## config.mk

```make
export PLATFORM = sky130hd
export DESIGN_NAME = vec_line_engine
export DESIGN_NICKNAME = d
export VERILOG_FILES = /design/src/rtl/line_pkg.sv /design/src/rtl/line_cmd_decode.sv /design/src/rtl/line_step_unit.sv /design/src/rtl/line_seq_ctrl.sv /design/src/rtl/vec_line_engine.sv
export SDC_FILE = /design/constraint.sdc
export NUM_CORES = 1
export LEC_CHECK = 0
export ABC_AREA = 1
export ABC_CLOCK_PERIOD_IN_PS = 6800
export CAP_MARGIN = 20
export CORE_MARGIN = 3
export CORE_UTILIZATION = 40
export CTS_BUF_LIST = sky130_fd_sc_hd__clkbuf_8
export DETAILED_ROUTE_END_ITERATION = 10
export DONT_BUFFER_PORTS = 1
export GPL_TIMING_DRIVEN = 0
export PLACE_DENSITY_LB_ADDON = 0.3
export SKIP_LAST_GASP = 1
export SYNTH_ARGS = -nofsm -noshare
export SYNTH_HDL_FRONTEND = slang
export SYNTH_SLANG_ARGS = --single-unit
```

## constraint.sdc

```tcl
create_clock -name clk -period 6.8 [get_ports clk]
set_clock_uncertainty 0.05 [all_clocks]
set_input_delay 1.02 -clock clk [delete_from_list [all_inputs] [get_ports clk]]
set_output_delay 1.02 -clock clk [all_outputs]
set_load 0.01 [all_outputs]
```

## src/rtl/line_pkg.sv

```systemverilog
package line_pkg;

  localparam int CMD_W     = 8;
  localparam int CB_NOLAST = 2;
  localparam int CB_DRAW   = 4;
  localparam int CB_XPOS   = 5;
  localparam int CB_YMAJ   = 6;
  localparam int CB_YPOS   = 7;

  typedef enum logic {
    ST_IDLE = 1'b0,
    ST_RUN  = 1'b1
  } line_state_e;

  typedef struct packed {
    logic y_pos;
    logic y_major;
    logic x_pos;
    logic draw;
    logic no_last;
  } line_mode_t;

endpackage

```

## src/rtl/line_cmd_decode.sv

```systemverilog
module line_cmd_decode
  import line_pkg::*;
(
  input  logic [CMD_W-1:0] cmd,
  output line_mode_t       mode
);

  // reserved command bits carry no meaning here
  logic unused_cmd_bits;
  assign unused_cmd_bits = ^{cmd[3], cmd[1:0]};

  always_comb begin
    mode.y_pos   = cmd[CB_YPOS];
    mode.y_major = cmd[CB_YMAJ];
    mode.x_pos   = cmd[CB_XPOS];
    mode.draw    = cmd[CB_DRAW];
    mode.no_last = cmd[CB_NOLAST];
  end

endmodule

```

## src/rtl/line_step_unit.sv

```systemverilog
module line_step_unit
  import line_pkg::*;
#(
  parameter int CW = 16,
  parameter int EW = 18
) (
  input  logic [CW-1:0] x,
  input  logic [CW-1:0] y,
  input  logic [EW-1:0] err,
  input  logic [EW-1:0] axial,
  input  logic [EW-1:0] diag,
  input  line_mode_t    mode,
  output logic [CW-1:0] nxt_x,
  output logic [CW-1:0] nxt_y,
  output logic [EW-1:0] nxt_err
);

  localparam int SIGN = EW - 1;

  logic [CW-1:0] x_step;
  logic [CW-1:0] y_step;
  logic          minor_go;

  assign x_step   = mode.x_pos ? x + 1'b1 : x - 1'b1;
  assign y_step   = mode.y_pos ? y + 1'b1 : y - 1'b1;
  assign minor_go = ~err[SIGN];

  always_comb begin
    if (mode.y_major) begin
      nxt_y = y_step;
      nxt_x = minor_go ? x_step : x;
    end else begin
      nxt_x = x_step;
      nxt_y = minor_go ? y_step : y;
    end
    nxt_err = minor_go ? err + diag : err + axial;
  end

endmodule

```

## src/rtl/line_seq_ctrl.sv

```systemverilog
module line_seq_ctrl
  import line_pkg::*;
#(
  parameter int LW = 16
) (
  input  logic          clk,
  input  logic          rst_n,
  input  logic          start,
  input  logic [LW-1:0] len_in,
  input  logic          draw,
  input  logic          no_last,
  input  logic          out_ready,
  output logic          busy,
  output logic          emit,
  output logic          advance,
  output logic          finish
);

  line_state_e   state_q;
  logic [LW-1:0] rem_q;
  logic          on_last;

  assign on_last = (rem_q == {{(LW-1){1'b0}}, 1'b1});
  assign busy    = (state_q == ST_RUN);
  assign emit    = busy && draw && !(no_last && on_last);
  assign advance = busy && (!emit || out_ready);
  assign finish  = advance && on_last;

  always_ff @(posedge clk) begin
    if (!rst_n) begin
      state_q <= ST_IDLE;
      rem_q   <= '0;
    end else begin
      case (state_q)
        ST_IDLE: begin
          if (start) begin
            state_q <= ST_RUN;
            rem_q   <= len_in;
          end
        end
        ST_RUN: begin
          if (advance) begin
            rem_q <= rem_q - 1'b1;
            if (on_last) state_q <= ST_IDLE;
          end
        end
        default: state_q <= ST_IDLE;
      endcase
    end
  end

endmodule

```

## src/rtl/vec_line_engine.sv

```systemverilog
module vec_line_engine
  import line_pkg::*;
#(
  parameter int CW = 16,
  parameter int EW = 18,
  parameter int LW = 16
) (
  input  logic             clk,
  input  logic             rst_n,
  input  logic             go,
  input  logic [CW-1:0]    start_x,
  input  logic [CW-1:0]    start_y,
  input  logic [EW-1:0]    axial_step,
  input  logic [EW-1:0]    diag_step,
  input  logic [EW-1:0]    err_init,
  input  logic [LW-1:0]    major_len,
  input  logic [CMD_W-1:0] cmd_word,
  output logic             pix_valid,
  input  logic             pix_ready,
  output logic [CW-1:0]    pix_x,
  output logic [CW-1:0]    pix_y,
  output logic             busy,
  output logic [CW-1:0]    cur_x,
  output logic [CW-1:0]    cur_y
);

  line_mode_t    mode_in;
  line_mode_t    mode_q;
  logic [CW-1:0] x_q, y_q;
  logic [EW-1:0] err_q, axial_q, diag_q;
  logic [CW-1:0] nxt_x, nxt_y;
  logic [EW-1:0] nxt_err;
  logic          accept, emit, advance, finish;
  logic          mode_draw, mode_ymaj;

  line_cmd_decode u_dec (
    .cmd  (cmd_word),
    .mode (mode_in)
  );

  assign accept = go && !busy;

  line_seq_ctrl #(.LW(LW)) u_seq (
    .clk       (clk),
    .rst_n     (rst_n),
    .start     (accept && (major_len != '0)),
    .len_in    (major_len),
    .draw      (mode_q.draw),
    .no_last   (mode_q.no_last),
    .out_ready (pix_ready),
    .busy      (busy),
    .emit      (emit),
    .advance   (advance),
    .finish    (finish)
  );

  line_step_unit #(.CW(CW), .EW(EW)) u_step (
    .x       (x_q),
    .y       (y_q),
    .err     (err_q),
    .axial   (axial_q),
    .diag    (diag_q),
    .mode    (mode_q),
    .nxt_x   (nxt_x),
    .nxt_y   (nxt_y),
    .nxt_err (nxt_err)
  );

  always_ff @(posedge clk) begin
    if (!rst_n) begin
      x_q     <= '0;
      y_q     <= '0;
      err_q   <= '0;
      axial_q <= '0;
      diag_q  <= '0;
      mode_q  <= '0;
    end else if (accept) begin
      x_q     <= start_x;
      y_q     <= start_y;
      err_q   <= err_init;
      axial_q <= axial_step;
      diag_q  <= diag_step;
      mode_q  <= mode_in;
    end else if (advance) begin
      x_q   <= nxt_x;
      y_q   <= nxt_y;
      err_q <= nxt_err;
    end
  end

  always_ff @(posedge clk) begin
    if (!rst_n) begin
      cur_x <= '0;
      cur_y <= '0;
    end else if (accept && (major_len == '0)) begin
      cur_x <= start_x;
      cur_y <= start_y;
    end else if (finish) begin
      cur_x <= nxt_x;
      cur_y <= nxt_y;
    end
  end

  assign pix_valid = emit;
  assign pix_x     = x_q;
  assign pix_y     = y_q;
  assign mode_draw = mode_q.draw;
  assign mode_ymaj = mode_q.y_major;

endmodule

```

# ---- After elaboration in Yosys (flattened, before gate mapping)
# Index checks and enable logic that the tools add are counted.
dict set report word_totals {
  output_inout_bits 66
  in_bits 114
  wordCells 66
  reg_bits 140
}
dict set report op_classes {
  mux 24
  addsub 7
  n_reduce_logical 17
  bitwise_logic 1
  n_eq_ne 3
}
# cell count
set op_table {}
lappend op_table {{$mux 16} 16}
lappend op_table {{$mux 18} 3}
lappend op_table {{$sub 16x1->16 const B} 3}
lappend op_table {{$add 18x18->18} 2}
lappend op_table {{$add 16x1->16 const B} 2}
lappend op_table {{$pmux 16 s2} 1}
lappend op_table {{$eq 16x1->1 const B} 1}
lappend op_table {{$logic_not 16->1} 1}
lappend op_table {{$reduce_bool 16->1} 1}
lappend op_table {{$logic_and 1x1->1} 8}
lappend op_table {{$ne 2x1->1 const B} 2}
lappend op_table {{$reduce_bool 2->1} 2}
lappend op_table {{$logic_not 1->1} 3}
lappend op_table {{$mux 1} 3}
lappend op_table {{$pmux 1 s2} 1}
lappend op_table {{$reduce_and 2->1} 1}
lappend op_table {{$logic_or 1x1->1} 1}
lappend op_table {{$not 1->1} 1}

# ---- Logic depth before layout (Yosys ltp)
# Gate-level depths: netlist (run 1).
dict set report logic_depth {
  word_depth 10
  mapped_depth 18
  mapped_depth_nobuf 16
}

# ---- Modules after synthesis
# A second synthesis (run 1) with hierarchy kept.
dict set report hier_totals {
  cells_unflattened 1717
  area_unflattened_um2 10336.2
}
# module area_each_um2 seq_area_each_um2 n_inst cells_each
set by_module_without_submodules {}
lappend by_module_without_submodules {vec_line_engine 5489.0 2462.4 1 790}
lappend by_module_without_submodules {line_step_unit 3444.6 0.0 1 673}
lappend by_module_without_submodules {line_seq_ctrl 1365.1 340.3 1 249}
lappend by_module_without_submodules {line_cmd_decode 37.5 0.0 1 5}

# ---- Worst setup path before layout (run 1)
# No wires, ideal clock.
dict set report synth_timing {
  path_kind {flip-flop to flip-flop}
  from {reg err_q[17]}
  to {reg err_q[15]}
  t_required_ns 6.618
  setup_slack_ns 4.555
  stages_incl_launch_ff 17
  path_buffers 2
  setup_time_ns 0.132
  period_less_slack_ns 2.245
  arrival_ns 2.063
  cell_sequence {dfxtp_1 -> inv_1 -> clkbuf_1 -> clkbuf_1 -> nand2_1 -> nand2_1 -> ha_1 -> nand2_1 -> inv_1 -> a21oi_1 -> inv_1 -> a21oi_1 -> nand2_1 -> nand2_1 -> nand3_1 -> nand2_1 -> a21oi_1}
}
dict set report synth_between {
  elab_chain_cells 3
}
# element line_no
set synth_lines {}
lappend synth_lines {{from (decl)} vec_line_engine.sv:30} ;# logic [EW-1:0] err_q, axial_q, diag_q;
lappend synth_lines {{from (signal assigned)} vec_line_engine.sv:80} ;# err_q <= err_init;
lappend synth_lines {{from (signal assigned)} vec_line_engine.sv:87} ;# err_q <= nxt_err;
lappend synth_lines {{$mux 18} line_step_unit.sv:36} ;# nxt_err = minor_go ? err + diag : err + axial;
lappend synth_lines {{$mux 18} vec_line_engine.sv:84} ;# end else if (advance) begin
lappend synth_lines {{$mux 18} vec_line_engine.sv:77} ;# end else if (accept) begin
# Every way passes these cells. The select of a mux whose other input is x is not followed.
# A chain may end at the register's enable or synchronous reset.

# ---- Worst setup path after layout (run 1)
dict set report layout_timing {
  from {reg err_q[17]}
  to {reg err_q[17]}
}
dict set report layout_between {
  elab_chain_cells 4
  elab_cells_between_ends 5
  cone_classes {2 x add/sub; 3 x mux}
}
# element line_no
set layout_lines {}
lappend layout_lines {{$add 18x18->18} line_step_unit.sv:36}
lappend layout_lines {{$mux 18 (*)} line_step_unit.sv:36}
lappend layout_lines {{$mux 18 (*)} vec_line_engine.sv:84}
lappend layout_lines {{$mux 18 (*)} vec_line_engine.sv:77}
# Every way passes the cells marked *; elsewhere a longest branch is shown, timed or not. The select of a mux whose other input is x is not followed.

==> load_flow_metrics.sql, run 1 <==
INSERT INTO impl_metrics (metric_group, metric, value, unit) VALUES
('yosys', 'synth_area_per_cell', '6.10', 'µm²'),
('finish', 'fill_cells', '2615', ''),
('yosys', 'postSynthNetCount', '1786', ''),
('placement', 'detailed_place_hpwl', '26000', 'µm'),
('global_routing', 'grt_use_total', '0.246', ''),
('worst_setup_path', 'critical_path.endpoint_type', 'flip-flop', ''),
('placement', 'dp_slack', '3770', 'ps'),
('clocking', 'cts_hold_buf', '0', ''),
('drt', 'vias_per_cell', '5.21', ''),
('worst_setup_path', 'startpoint_type', 'flip-flop', ''),
('timing', 'grt_setup_unrepaired', 'no', ''),
('drt', 'post-route-drc-count', '0', ''),
('yosys', 'synth.distinct_cells', '41', ''),
('timing', 'finalWorstPathRequiredPeriod', '2960', 'ps'),
('drt', 'met2RoutedLength', '15100', 'µm'),
('timing', 'number_of_setup_violations_in_the_final_report', '0', ''),
('drt', 'drt_pre_antenna_iters', '6', ''),
('yosys', 'yosys_warnings', '0', ''),
('global_routing', 'grt_antenna_before_repair', '7', ''),
('yosys', 'synth-seq-cells', '140', ''),
('power_and_ir_drop', 'total_leakage_power', '0.00522', 'µW'),
('floorplan', 'initial_util', '0.414', ''),
('worst_setup_path', 'critPathRequiredTime', '7070', 'ps'),
('drt', 'detailroute.wirelength.met3', '3130', 'µm'),
('yosys', 'synth.cell_area', '9890', 'µm²'),
('drt', 'wirelength_met1', '14500', 'µm'),
('job', 'number_of_max_capacitance_violations_reported', '0', ''),
('finish', 'final_net_count', '1805', ''),
('yosys', 'netlist.top_cell.by_area', 'sky130_fd_sc_hd__dfxtp_1', ''),
('clocking', 'cts_clock_pin_slew_for_the_worst_setup_and_hold_paths', '90', 'ps'),
('worst_setup_path', 'max_stage_delay', '410', 'ps'),
('clocking', 'cts_buffer_depth', '2', ''),
('floorplan', 'die_w', '163', 'µm'),
('global_routing', 'grt_pass1_vias', '9493', ''),
('yosys', 'yosys.area.top_type_share', '0.283', ''),
('global_routing', 'grt_first_pass_wirelength', '51200', 'µm'),
('placement', 'io_buffer_count', '0', ''),
('worst_setup_path', 'critPathKind', 'flip-flop to flip-flop', ''),
('timing', 'period_share', '0.435', ''),
('outcome', 'status', 'complete, no violations', ''),
('drt', 'vias', '10300', ''),
('clocking', 'insertion_delay', '470', 'ps'),
('global_routing', 'global_route.overflow_total', '0', ''),
('drt', 'antenna_violating_nets_post_route', '0', ''),
('timing', 'worst_slack', '3840', 'ps'),
('finish', 'ff_latch_area', '2800', 'µm²'),
('min_path', 'min-delay-path-class', 'flip-flop to flip-flop', ''),
('timing', 'final.setup.tns', '0', 'ps'),
('finish', 'multiInputGateArea', '6070', 'µm²'),
('clocking', 'tritoncts', 'done', ''),
('clocking', 'cts.repair_timing.setup_buffer_count', '0', ''),
('floorplan', 'boundaryPins', '180', ''),
('clocking', 'numCtsBuffers', '17', ''),
('timing', 'timing.final.max_slew_violations', '0', ''),
('timing', 'transition_time_at_the_pin_with_the_least_slew_margin', '812', 'ps'),
('floorplan', 'floorplan.die_area', '26600', 'µm²'),
('worst_setup_path', 'timing.critical_path.mode_cell', 'sky130_fd_sc_hd__nand2_1', ''),
('worst_setup_path', 'worstPathCellList', 'inv_1, clkbuf_1, clkbuf_1, nand2_1, nand2_1, ha_1, nand2_1, inv_1, a21oi_1, nand3_1, nand2_1, nand2_1, nand2_1, nand3_1, nand2_1, a21oi_1', ''),
('worst_setup_path', 'rrSetupSlack', '3840', 'ps'),
('clocking', 'root_buffer', 'sky130_fd_sc_hd__clkbuf_8', ''),
('floorplan', 'rows', '56', ''),
('placement', 'gp_congestion', '0.931', ''),
('finish', 'synthToLayoutAreaGrowth', '8.53', '%'),
('drt', 'dr.first_iter.drc_count', '834', ''),
('worst_setup_path', 'crit_arrival', '3230', 'ps'),
('yosys', 'post_synth_main_area_contributors', 'sky130_fd_sc_hd__dfxtp_1, sky130_fd_sc_hd__nand2_1, sky130_fd_sc_hd__nand3_1', ''),
('worst_setup_path', 'crit_path_top_delay_cell', 'sky130_fd_sc_hd__clkbuf_1', ''),
('clocking', 'clock_sinks', '140', ''),
('clocking', 'h_tree_level_count', '4', ''),
('floorplan', 'die_height', '163', 'µm'),
('power_and_ir_drop', 'totalPowerFinal', '2730', 'µW');
==> flip-flops by register name (all words and copies together) (netlist names) <==
signal,flops
u_seq.rem_q,16
pix_y,16
diag_q,18
axial_q,18
u_seq.busy,1
mode_q,3
err_q,18
pix_x,16
mode_draw,1
cur_y,16
mode_ymaj,1
cur_x,16
==> cells in the mapped netlist, drive strengths merged <==
cell type,number
a211oi,13
a21o,2
a21oi,95
a22oi,1
a31oi,7
and2,6
buf,22
clkbuf,41
dfxtp,140
fa,3
ha,47
inv,194
mux2i,1
nand2,469
nand3,162
nand3b,4
nand4,11
nor2,207
nor3,23
nor4,1
o211a,2
o211ai,2
o21a,1
o21ai,124
o21bai,1
o311ai,1
or2,24
xnor2,7
xor2,11
==> kinds of logic after synthesis <==
group / after synthesis / share of synthesized area
flops: 140 / 0.283
simple gates: 907 / 0.391
buf+inv: 257 / 0.103
fa+ha+maj: 50 / 0.0655
mux: 1 / 0.00101
compound gates: 249 / 0.140
xor+xnor: 18 / 0.0159
==> path summary, 6_finish.rpt <==
check / from / endpoint / cells after the start
max: err_q[17]$_SDFFE_PN0P_ / err_q[17]$_SDFFE_PN0P_ / 16
max reg2reg: err_q[17]$_SDFFE_PN0P_ / err_q[17]$_SDFFE_PN0P_ / 16
min: diag_q[16]$_SDFFE_PN0P_ / diag_q[16]$_SDFFE_PN0P_ / 2
min reg2reg: diag_q[16]$_SDFFE_PN0P_ / diag_q[16]$_SDFFE_PN0P_ / 2
==> area by class of cell <==
class                   count  area share
multi-input cells        1225       0.565
flip-flops and latches    140       0.261
inverters                 194      0.0678
well taps                 319      0.0372
plain buffers              63      0.0272
clock buffers              18      0.0231
clock inverters            14      0.0181
diodes                      1    0.000233
==> worst min-delay path, cell delays in order (launching register included) <==
cell,delay (ps)
sky130_fd_sc_hd__dfxtp_1,330
sky130_fd_sc_hd__nor2_1,50
sky130_fd_sc_hd__nor2_1,80
==> routing by layer <==
layer,vias up,track usage
met3,56,0.0728
met4,12,0.0696
li1,5240,-
met5,-,0
met2,353,0.409
met1,4633,0.310
==> placed cells by master (no fill, tap or decap), types with 18 or more instances in the layout <==
master	count
sky130_fd_sc_hd__nor2_1	200
sky130_fd_sc_hd__nand2_1	462
sky130_fd_sc_hd__nand3_1	151
sky130_fd_sc_hd__inv_1	189
sky130_fd_sc_hd__clkbuf_1	41
sky130_fd_sc_hd__nor3_1	23
sky130_fd_sc_hd__o21ai_0	121
sky130_fd_sc_hd__or2_2	24
sky130_fd_sc_hd__clkbuf_8	18
sky130_fd_sc_hd__ha_1	47
sky130_fd_sc_hd__dfxtp_1	140
sky130_fd_sc_hd__a21oi_1	85
==> metrics by stage <==
stage	hold WS, ps	utilization	std cells	area, µm²
detailed placement	419	0.431	1941	10300
global route	452	0.449	1974	10700
finish	436	0.449	1974	10700
CTS	437	0.449	1973	10700
global placement	412	0.431	1941	10300
floorplan	399	-	1622	9890
==> power by group <==
group	total (µW)	switching [µW]	internal, µW
clock	777	367	411
combinational	974	639	335
sequential	984	92.1	892
total	2730	1100	1640
(Power assumes the default switching activity.)
==> inputs of run 2 (changes only) <==
--- a/config.mk
+++ b/config.mk
@@ -6,7 +6,7 @@
 export NUM_CORES = 1
 export LEC_CHECK = 0
 export ABC_AREA = 1
-export ABC_CLOCK_PERIOD_IN_PS = 6800
+export ABC_CLOCK_PERIOD_IN_PS = 2500
 export CAP_MARGIN = 20
 export CORE_MARGIN = 3
 export CORE_UTILIZATION = 40
==> constraint.sdc (replaced) <==
create_clock -name clk -period 2.5 [get_ports clk]
set_clock_uncertainty 0.05 [all_clocks]
set_input_delay 0.375 -clock clk [delete_from_list [all_inputs] [get_ports clk]]
set_output_delay 0.375 -clock clk [all_outputs]
set_load 0.01 [all_outputs]
==> run 2 against run 1 <==
Against the previous run: routed wire length is 0.28% higher; largest power group unchanged; critical endpoint unchanged; combinational power grew to 2.8 times the previous value; highest routed layer unchanged; cell count is 0.15% higher; worst setup slack worse by 3800 ps; global-route usage hardly changed.
==> load_flow_metrics.sql, run 2 (same netlist as run 1, synthesis figures left out) <==
INSERT INTO impl_metrics (metric_group, metric, value, unit) VALUES
('outcome', 'status', 'complete, no violations', ''),
('finish', 'layout.cells.most_common_list', 'sky130_fd_sc_hd__nand2_1, sky130_fd_sc_hd__nor2_1, sky130_fd_sc_hd__inv_1, sky130_fd_sc_hd__nand3_1, sky130_fd_sc_hd__dfxtp_1', ''),
('worst_setup_path', 'crit_arrival', '2700', 'ps'),
('global_routing', 'grt_antenna_before_repair', '7', ''),
('global_routing', 'grt_pass1_vias', '9516', ''),
('global_routing', 'pin_count_of_the_biggest_net_entering_global_routing', '17', ''),
('finish', 'fill_cells', '2605', ''),
('timing', 'max-slew-margin-rel', '0.454', ''),
('power_and_ir_drop', 'total_leakage_power', '0.00525', 'µW'),
('worst_setup_path', 'number_of_cell_instances_on_the_worst_register_to_register_path', '17', ''),
('worst_setup_path', 'worst_setup_path_startpoint', 'err_q[17]$_SDFFE_PN0P_', ''),
('drt', 'drt_pre_antenna_iters', '5', ''),
('clocking', 'root_buffer', 'sky130_fd_sc_hd__clkbuf_8', ''),
('global_routing', 'grt_first_pass_wirelength', '51300', 'µm'),
('power_and_ir_drop', 'clockPowerShare', '0.282', ''),
('floorplan', 'core_region_area', '23900', 'µm²'),
('power_and_ir_drop', 'int_pwr', '4480', 'µW'),
('timing', 'hold_violations', '0', ''),
('clocking', 'cts_clock_pin_slew_for_the_worst_setup_and_hold_paths', '90', 'ps'),
('floorplan', 'die_height', '163', 'µm'),
('timing', 'number_of_setup_violations_in_the_final_report', '0', ''),
('job', 'number_of_max_capacitance_violations_reported', '0', ''),
('worst_setup_path', 'highest_fanout_seen_on_the_critical_path', '8', ''),
('drt', 'avgRoutedWirePerCell', '17.0', 'µm'),
('timing', 'transition_time_at_the_pin_with_the_least_slew_margin', '819', 'ps'),
('placement', 'detailed_place_hpwl', '26000', 'µm'),
('worst_setup_path', 'critPathRequiredTime', '2760', 'ps'),
('finish', 'largest_registers_ranked_by_flip_flop_count', 'axial_q x18, diag_q x18, err_q x18', ''),
('floorplan', 'die_w', '163', 'µm'),
('min_path', 'hp-start', 'start_x[9]', ''),
('timing', 'timing.final.max_slew_violations', '0', ''),
('timing', 'worst_slack', '60.1', 'ps'),
('global_routing', 'grt_use_total', '0.246', ''),
('finish', 'most_frequent_standard_cell_in_the_layout_excluding_fill_and_tap_cells', 'sky130_fd_sc_hd__nand2_1', ''),
('worst_setup_path', 'timing.rr.end', 'err_q[17]$_SDFFE_PN0P_', ''),
('power_and_ir_drop', 'switching_power', '3000', 'µW'),
('floorplan', 'floorplan.die_area', '26600', 'µm²'),
('placement', 'io_buffer_count', '0', ''),
('finish', 'fin_area', '10800', 'µm²'),
('min_path', 'min-delay-path-class', 'primary input to flip-flop', ''),
('clocking', 'tritoncts', 'done', ''),
('timing', 'finalWorstPathRequiredPeriod', '2440', 'ps'),
('power_and_ir_drop', 'comb_power_share', '0.359', ''),
('floorplan', 'rows', '56', ''),
('worst_setup_path', 'regToRegStartpoint', 'err_q[17]$_SDFFE_PN0P_', ''),
('finish', 'synthToLayoutAreaGrowth', '9.60', '%'),
('timing', 'grt_setup_unrepaired', 'yes', ''),
('drt', 'routed_wirelength', '33500', 'µm'),
('global_routing', 'global_route.overflow_total', '0', ''),
('clocking', 'h_tree_level_count', '4', ''),
('clocking', 'cts_buffer_depth', '2', ''),
('placement', 'dp_slack', '-422', 'ps'),
('drt', 'vias_per_cell', '5.23', ''),
('clocking', 'insertion_delay', '460', 'ps'),
('clocking', 'clock_sinks', '140', ''),
('worst_setup_path', 'startpoint_type', 'flip-flop', ''),
('worst_setup_path', 'critical_path.endpoint_type', 'flip-flop', ''),
('drt', 'dr.first_iter.drc_count', '897', ''),
('floorplan', 'initial_util', '0.414', ''),
('worst_setup_path', 'crit_path_end', 'err_q[17]$_SDFFE_PN0P_', ''),
('placement', 'gp_congestion', '0.931', ''),
('finish', 'final_net_count', '1808', ''),
('floorplan', 'boundaryPins', '180', ''),
('power_and_ir_drop', 'power_density', '690', 'nW/µm²'),
('power_and_ir_drop', 'power.sequential.fraction', '0.359', ''),
('power_and_ir_drop', 'power.switching_fraction', '0.401', ''),
('drt', 'vias', '10300', ''),
('finish', 'ratio_of_cells_with_drive_above_1_in_the_final_layout', '0.0821', ''),
('timing', 'timing.fmax', '410', 'MHz'),
('worst_setup_path', 'critPathKind', 'flip-flop to flip-flop', ''),
('clocking', 'numCtsBuffers', '17', ''),
('worst_setup_path', 'rrSetupSlack', '60', 'ps'),
('power_and_ir_drop', 'largest_voltage_drop_on_the_vdd_net', '0.406', 'mV'),
('drt', 'post-route-drc-count', '0', ''),
('timing', 'period_share', '0.976', ''),
('drt', 'antenna_violating_nets_post_route', '0', ''),
('placement', 'postPlaceCellArea', '10300', 'µm²');
==> run 2: cell count changes in the layout (fill, tap and decap cells not counted), sizes merged <==
cell	previous run	this run
buf	22	26
clkinvlp	1	4
inv	196	193
clkbuf	59	57
dlygate4sd3	0	1
==> run 2: layout make-up <==
class | count | area, µm² | area share
flip-flops and latches | 140 | 2810 | 0.259
well taps | 319 | 399 | 0.0368
plain buffers | 62 | 299 | 0.0276
repair buffers | 4 | 57.6 | 0.00531
multi-input cells | 1225 | 6090 | 0.562
clock inverters | 14 | 194 | 0.0179
inverters | 194 | 739 | 0.0682
clock buffers | 18 | 248 | 0.0229
diodes | 1 | 2.50 | 0.000231
==> run 2: how the worst min path moves through the flow <==
stage,slack [ps],cells past startpoint,end
after floorplan,400,2,err_q[10]$_SDFFE_PN0P_
after CTS,7,2,axial_q[16]$_SDFFE_PN0P_
after global placement,410,2,diag_q[1]$_SDFFE_PN0P_
after detailed placement,420,2,err_q[13]$_SDFFE_PN0P_
final,20,2,pix_x[9]$_SDFFE_PN0P_
after global routing,20,2,pix_x[9]$_SDFFE_PN0P_
==> run 2: worst max-delay path: stages (launching register included) <==
cell                         delay (ps)
sky130_fd_sc_hd__dfxtp_2            370
sky130_fd_sc_hd__clkinvlp_4         140
sky130_fd_sc_hd__buf_4              190
sky130_fd_sc_hd__nand2_1             60
sky130_fd_sc_hd__nand2_1             90
sky130_fd_sc_hd__ha_1               380
sky130_fd_sc_hd__nand2_1            120
sky130_fd_sc_hd__nand2_1             50
sky130_fd_sc_hd__nand2_1             50
sky130_fd_sc_hd__nand2_1             70
sky130_fd_sc_hd__nand2_1             90
sky130_fd_sc_hd__nand3_2            120
sky130_fd_sc_hd__nand2_1            110
sky130_fd_sc_hd__nand2_1             50
sky130_fd_sc_hd__nand2_1             50
sky130_fd_sc_hd__nand3_1            110
sky130_fd_sc_hd__nand2_1            130
sky130_fd_sc_hd__a21oi_1             70
==> run 2: through the flow <==
stage	cells	setup TNS [ps]	utilization	hold slack, ps	total power, µW
after CTS	1974	0	0.450	6.90	7440
after global routing	1977	-157	0.454	16.6	8000
after global placement	1941	-2120	0.431	412	5290
final	1977	0	0.454	24.8	7480
after detailed placement	1941	-2520	0.431	419	5340
after floorplan	1622	0	-	399	4690
==> run 2: power groups by stage <==
stage	sequential (µW)	combinational [µW]	clock, µW
floorplan	2640	2040	0
global placement	2720	2570	0
detailed placement	2730	2610	0
CTS	2670	2640	2130
global route	2710	3070	2220
finish	2680	2680	2110
==> run 2: metal layers <==
metal | GRT usage | part of all wire | vias up
met1 | 0.311 | 0.43 | 4655
met2 | 0.409 | 0.45 | 375
li1 | - | - | 5247
met4 | 0.0711 | 0.018 | 12
met3 | 0.0715 | 0.096 | 59
met5 | 0 | 0.0021 | -
==> run 2: timing repair <==
item | in CTS | in global routing
hold buffers | 1 | 0
buffers inserted | 1 | 2
hold endpoints to repair | 1 | 0
resized for setup | 6 | 12
pin swaps | 0 | 0
setup endpoints to repair | 10 | 47
==> inputs of run 3 (changes only) <==
==> constraint.sdc (replaced) <==
create_clock -name clk -period 2.5 [get_ports clk]
set_clock_uncertainty 0.05 [all_clocks]
set_input_delay 0.625 -clock clk [delete_from_list [all_inputs] [get_ports clk]]
set_output_delay 0.625 -clock clk [all_outputs]
set_load 0.01 [all_outputs]
==> run 3 against run 2 <==
Against the previous run: register-to-register slack barely moved; die area unchanged; maximum frequency grew 0.15%; global-route usage hardly changed; flip-flop and latch count stayed put; worst setup slack improved by 3.8 ps; worst hold slack improved by 240 ps; critical path type unchanged; critical endpoint unchanged.
==> load_flow_metrics.sql, run 3 (same netlist as run 1, synthesis figures left out) <==
INSERT INTO impl_metrics (metric_group, metric, value, unit) VALUES
('finish', 'ratio_of_cells_with_drive_above_1_in_the_final_layout', '0.0821', ''),
('min_path', 'hp-start', 'start_x[10]', ''),
('floorplan', 'core_region_area', '23900', 'µm²'),
('drt', 'routed_wirelength', '33400', 'µm'),
('timing', 'transition_time_at_the_pin_with_the_least_slew_margin', '827', 'ps'),
('clocking', 'numCtsBuffers', '17', ''),
('global_routing', 'global_route.overflow_total', '0', ''),
('clocking', 'cts_buffer_depth', '2', ''),
('worst_setup_path', 'critPathKind', 'flip-flop to flip-flop', ''),
('floorplan', 'rows', '56', ''),
('min_path', 'hold_path_depth', '2', ''),
('timing', 'finalWorstPathRequiredPeriod', '2440', 'ps'),
('placement', 'postPlaceCellArea', '10300', 'µm²'),
('finish', 'ff_latch_area', '2810', 'µm²'),
('worst_setup_path', 'number_of_cell_instances_on_the_worst_register_to_register_path', '15', ''),
('floorplan', 'die_height', '163', 'µm'),
('finish', 'most_frequent_standard_cell_in_the_layout_excluding_fill_and_tap_cells', 'sky130_fd_sc_hd__nand2_1', ''),
('global_routing', 'grt_antenna_before_repair', '7', ''),
('worst_setup_path', 'startpoint_type', 'flip-flop', ''),
('worst_setup_path', 'crit_arrival', '2700', 'ps'),
('finish', 'multiInputGateArea', '6090', 'µm²'),
('finish', 'fin_area', '10800', 'µm²'),
('global_routing', 'grt_use_total', '0.246', ''),
('drt', 'drt_pre_antenna_iters', '9', ''),
('worst_setup_path', 'worst_setup_path_startpoint', 'err_q[17]$_SDFFE_PN0P_', ''),
('timing', 'timing.final.max_slew_violations', '0', ''),
('job', 'number_of_max_capacitance_violations_reported', '0', ''),
('floorplan', 'initial_util', '0.414', ''),
('global_routing', 'grt_pass1_vias', '9509', ''),
('power_and_ir_drop', 'total_leakage_power', '0.00525', 'µW'),
('finish', 'final_net_count', '1807', ''),
('finish', 'synthToLayoutAreaGrowth', '9.50', '%'),
('clocking', 'cts_hold_buf', '0', ''),
('min_path', 'min_to', 'pix_x[10]$_SDFFE_PN0P_', ''),
('clocking', 'clock_sinks', '140', ''),
('global_routing', 'pin_count_of_the_biggest_net_entering_global_routing', '17', ''),
('outcome', 'status', 'complete, no violations', ''),
('timing', 'max-slew-margin-rel', '0.449', ''),
('finish', 'fill_cells', '2606', ''),
('drt', 'avgRoutedWirePerCell', '16.9', 'µm'),
('drt', 'vias_per_cell', '5.21', ''),
('power_and_ir_drop', 'power_density', '690', 'nW/µm²'),
('worst_setup_path', 'critPathRequiredTime', '2770', 'ps'),
('clocking', 'root_buffer', 'sky130_fd_sc_hd__clkbuf_8', ''),
('min_path', 'min-delay-path-class', 'primary input to flip-flop', ''),
('clocking', 'cts_clock_pin_slew_for_the_worst_setup_and_hold_paths', '90', 'ps'),
('clocking', 'insertion_delay', '470', 'ps'),
('floorplan', 'boundaryPins', '180', ''),
('floorplan', 'die_w', '163', 'µm'),
('finish', 'layout.cells.most_common_list', 'sky130_fd_sc_hd__nand2_1, sky130_fd_sc_hd__nor2_1, sky130_fd_sc_hd__inv_1, sky130_fd_sc_hd__nand3_1, sky130_fd_sc_hd__dfxtp_1', ''),
('drt', 'antenna_violating_nets_post_route', '0', ''),
('drt', 'post-route-drc-count', '0', ''),
('global_routing', 'grt_first_pass_wirelength', '51300', 'µm'),
('worst_setup_path', 'regToRegStartpoint', 'err_q[17]$_SDFFE_PN0P_', ''),
('drt', 'vias', '10300', ''),
('clocking', 'h_tree_level_count', '4', ''),
('timing', 'hold-worst-slack', '264', 'ps'),
('timing', 'hold_violations', '0', ''),
('drt', 'dr.first_iter.drc_count', '804', ''),
('placement', 'io_buffer_count', '0', ''),
('placement', 'gp_congestion', '0.931', ''),
('worst_setup_path', 'critical_path.endpoint_type', 'flip-flop', ''),
('power_and_ir_drop', 'largest_voltage_drop_on_the_vdd_net', '0.404', 'mV'),
('timing', 'number_of_setup_violations_in_the_final_report', '0', ''),
('floorplan', 'floorplan.die_area', '26600', 'µm²'),
('worst_setup_path', 'timing.rr.end', 'err_q[17]$_SDFFE_PN0P_', ''),
('timing', 'timing.fmax', '410', 'MHz'),
('placement', 'detailed_place_hpwl', '26000', 'µm'),
('timing', 'grt_setup_unrepaired', 'yes', ''),
('worst_setup_path', 'highest_fanout_seen_on_the_critical_path', '10', ''),
('timing', 'period_share', '0.974', ''),
('finish', 'largest_registers_ranked_by_flip_flop_count', 'axial_q x18, diag_q x18, err_q x18', ''),
('worst_setup_path', 'rrSetupSlack', '60', 'ps'),
('clocking', 'tritoncts', 'done', '');
==> run 3: what timing repair did <==
action                                  4_1_cts  5_1_grt
gates resized for setup                       6       12
buffers inserted                              1        2
endpoints found under the setup margin       10       47
==> run 3: critical path, stage by stage (launching register included) <==
cell	delay (ps)
sky130_fd_sc_hd__dfxtp_2	370
sky130_fd_sc_hd__clkinvlp_4	140
sky130_fd_sc_hd__buf_2	210
sky130_fd_sc_hd__nand2_1	80
sky130_fd_sc_hd__nand2_1	70
sky130_fd_sc_hd__ha_1	330
sky130_fd_sc_hd__nand2_1	110
sky130_fd_sc_hd__inv_1	60
sky130_fd_sc_hd__a21oi_1	180
sky130_fd_sc_hd__nand3_2	160
sky130_fd_sc_hd__nand2_1	110
sky130_fd_sc_hd__nand2_1	50
sky130_fd_sc_hd__nand2_1	50
sky130_fd_sc_hd__nand3_1	110
sky130_fd_sc_hd__nand2_1	130
sky130_fd_sc_hd__a21oi_1	70
==> run 3: final cells by class <==
type	instances	share of cell area
clock inverters	14	0.0179
well taps	319	0.0369
inverters	194	0.0683
flip-flops and latches	140	0.259
plain buffers	62	0.0276
clock buffers	18	0.0229
diodes	1	0.000231
repair buffers	3	0.00439
multi-input cells	1225	0.563
==> run 3: how the worst max path moves through the flow <==
stage / slack (ps) / depth (start not counted) / end
2_1_floorplan: 250 / 16 / err_q[15]$_SDFFE_PN0P_
3_5_place_dp: -420 / 16 / err_q[17]$_SDFFE_PN0P_
4_1_cts: 9 / 11 / pix_y[15]$_SDFFE_PN0P_
3_3_place_gp: -360 / 16 / err_q[17]$_SDFFE_PN0P_
6_report: 60 / 15 / err_q[17]$_SDFFE_PN0P_
5_1_grt: -80 / 17 / err_q[17]$_SDFFE_PN0P_
==> run 3: metrics by stage <==
step           setup TNS (ps)  total power (µW)  setup slack [ps]  utilization  std cells
2_1_floorplan               0              4690               255            -       1622
3_3_place_gp            -2380              5290              -361        0.431       1941
3_5_place_dp            -3090              5340              -422        0.431       1941
4_1_cts                     0              7440              9.45        0.450       1973
5_1_grt                  -157              8000             -80.5        0.453       1976
6_report                    0              7470              63.9        0.453       1976
==> run 3: layer usage <==
metal | part of all wire | up-vias | track usage
li1 | - | 5245 | -
met1 | 0.43 | 4650 | 0.310
met2 | 0.45 | 337 | 0.409
met3 | 0.090 | 57 | 0.0728
met4 | 0.019 | 12 | 0.0711
met5 | 0.0019 | - | 0
==> run 3: report_power, final <==
group / leakage (µW) / switching (µW) / total [µW] / internal (µW)
clock: 0.000224 / 995 / 2110 / 1120
sequential: 0.00115 / 253 / 2680 / 2430
combinational: 0.00387 / 1750 / 2680 / 934
total: 0.00525 / 3000 / 7470 / 4480
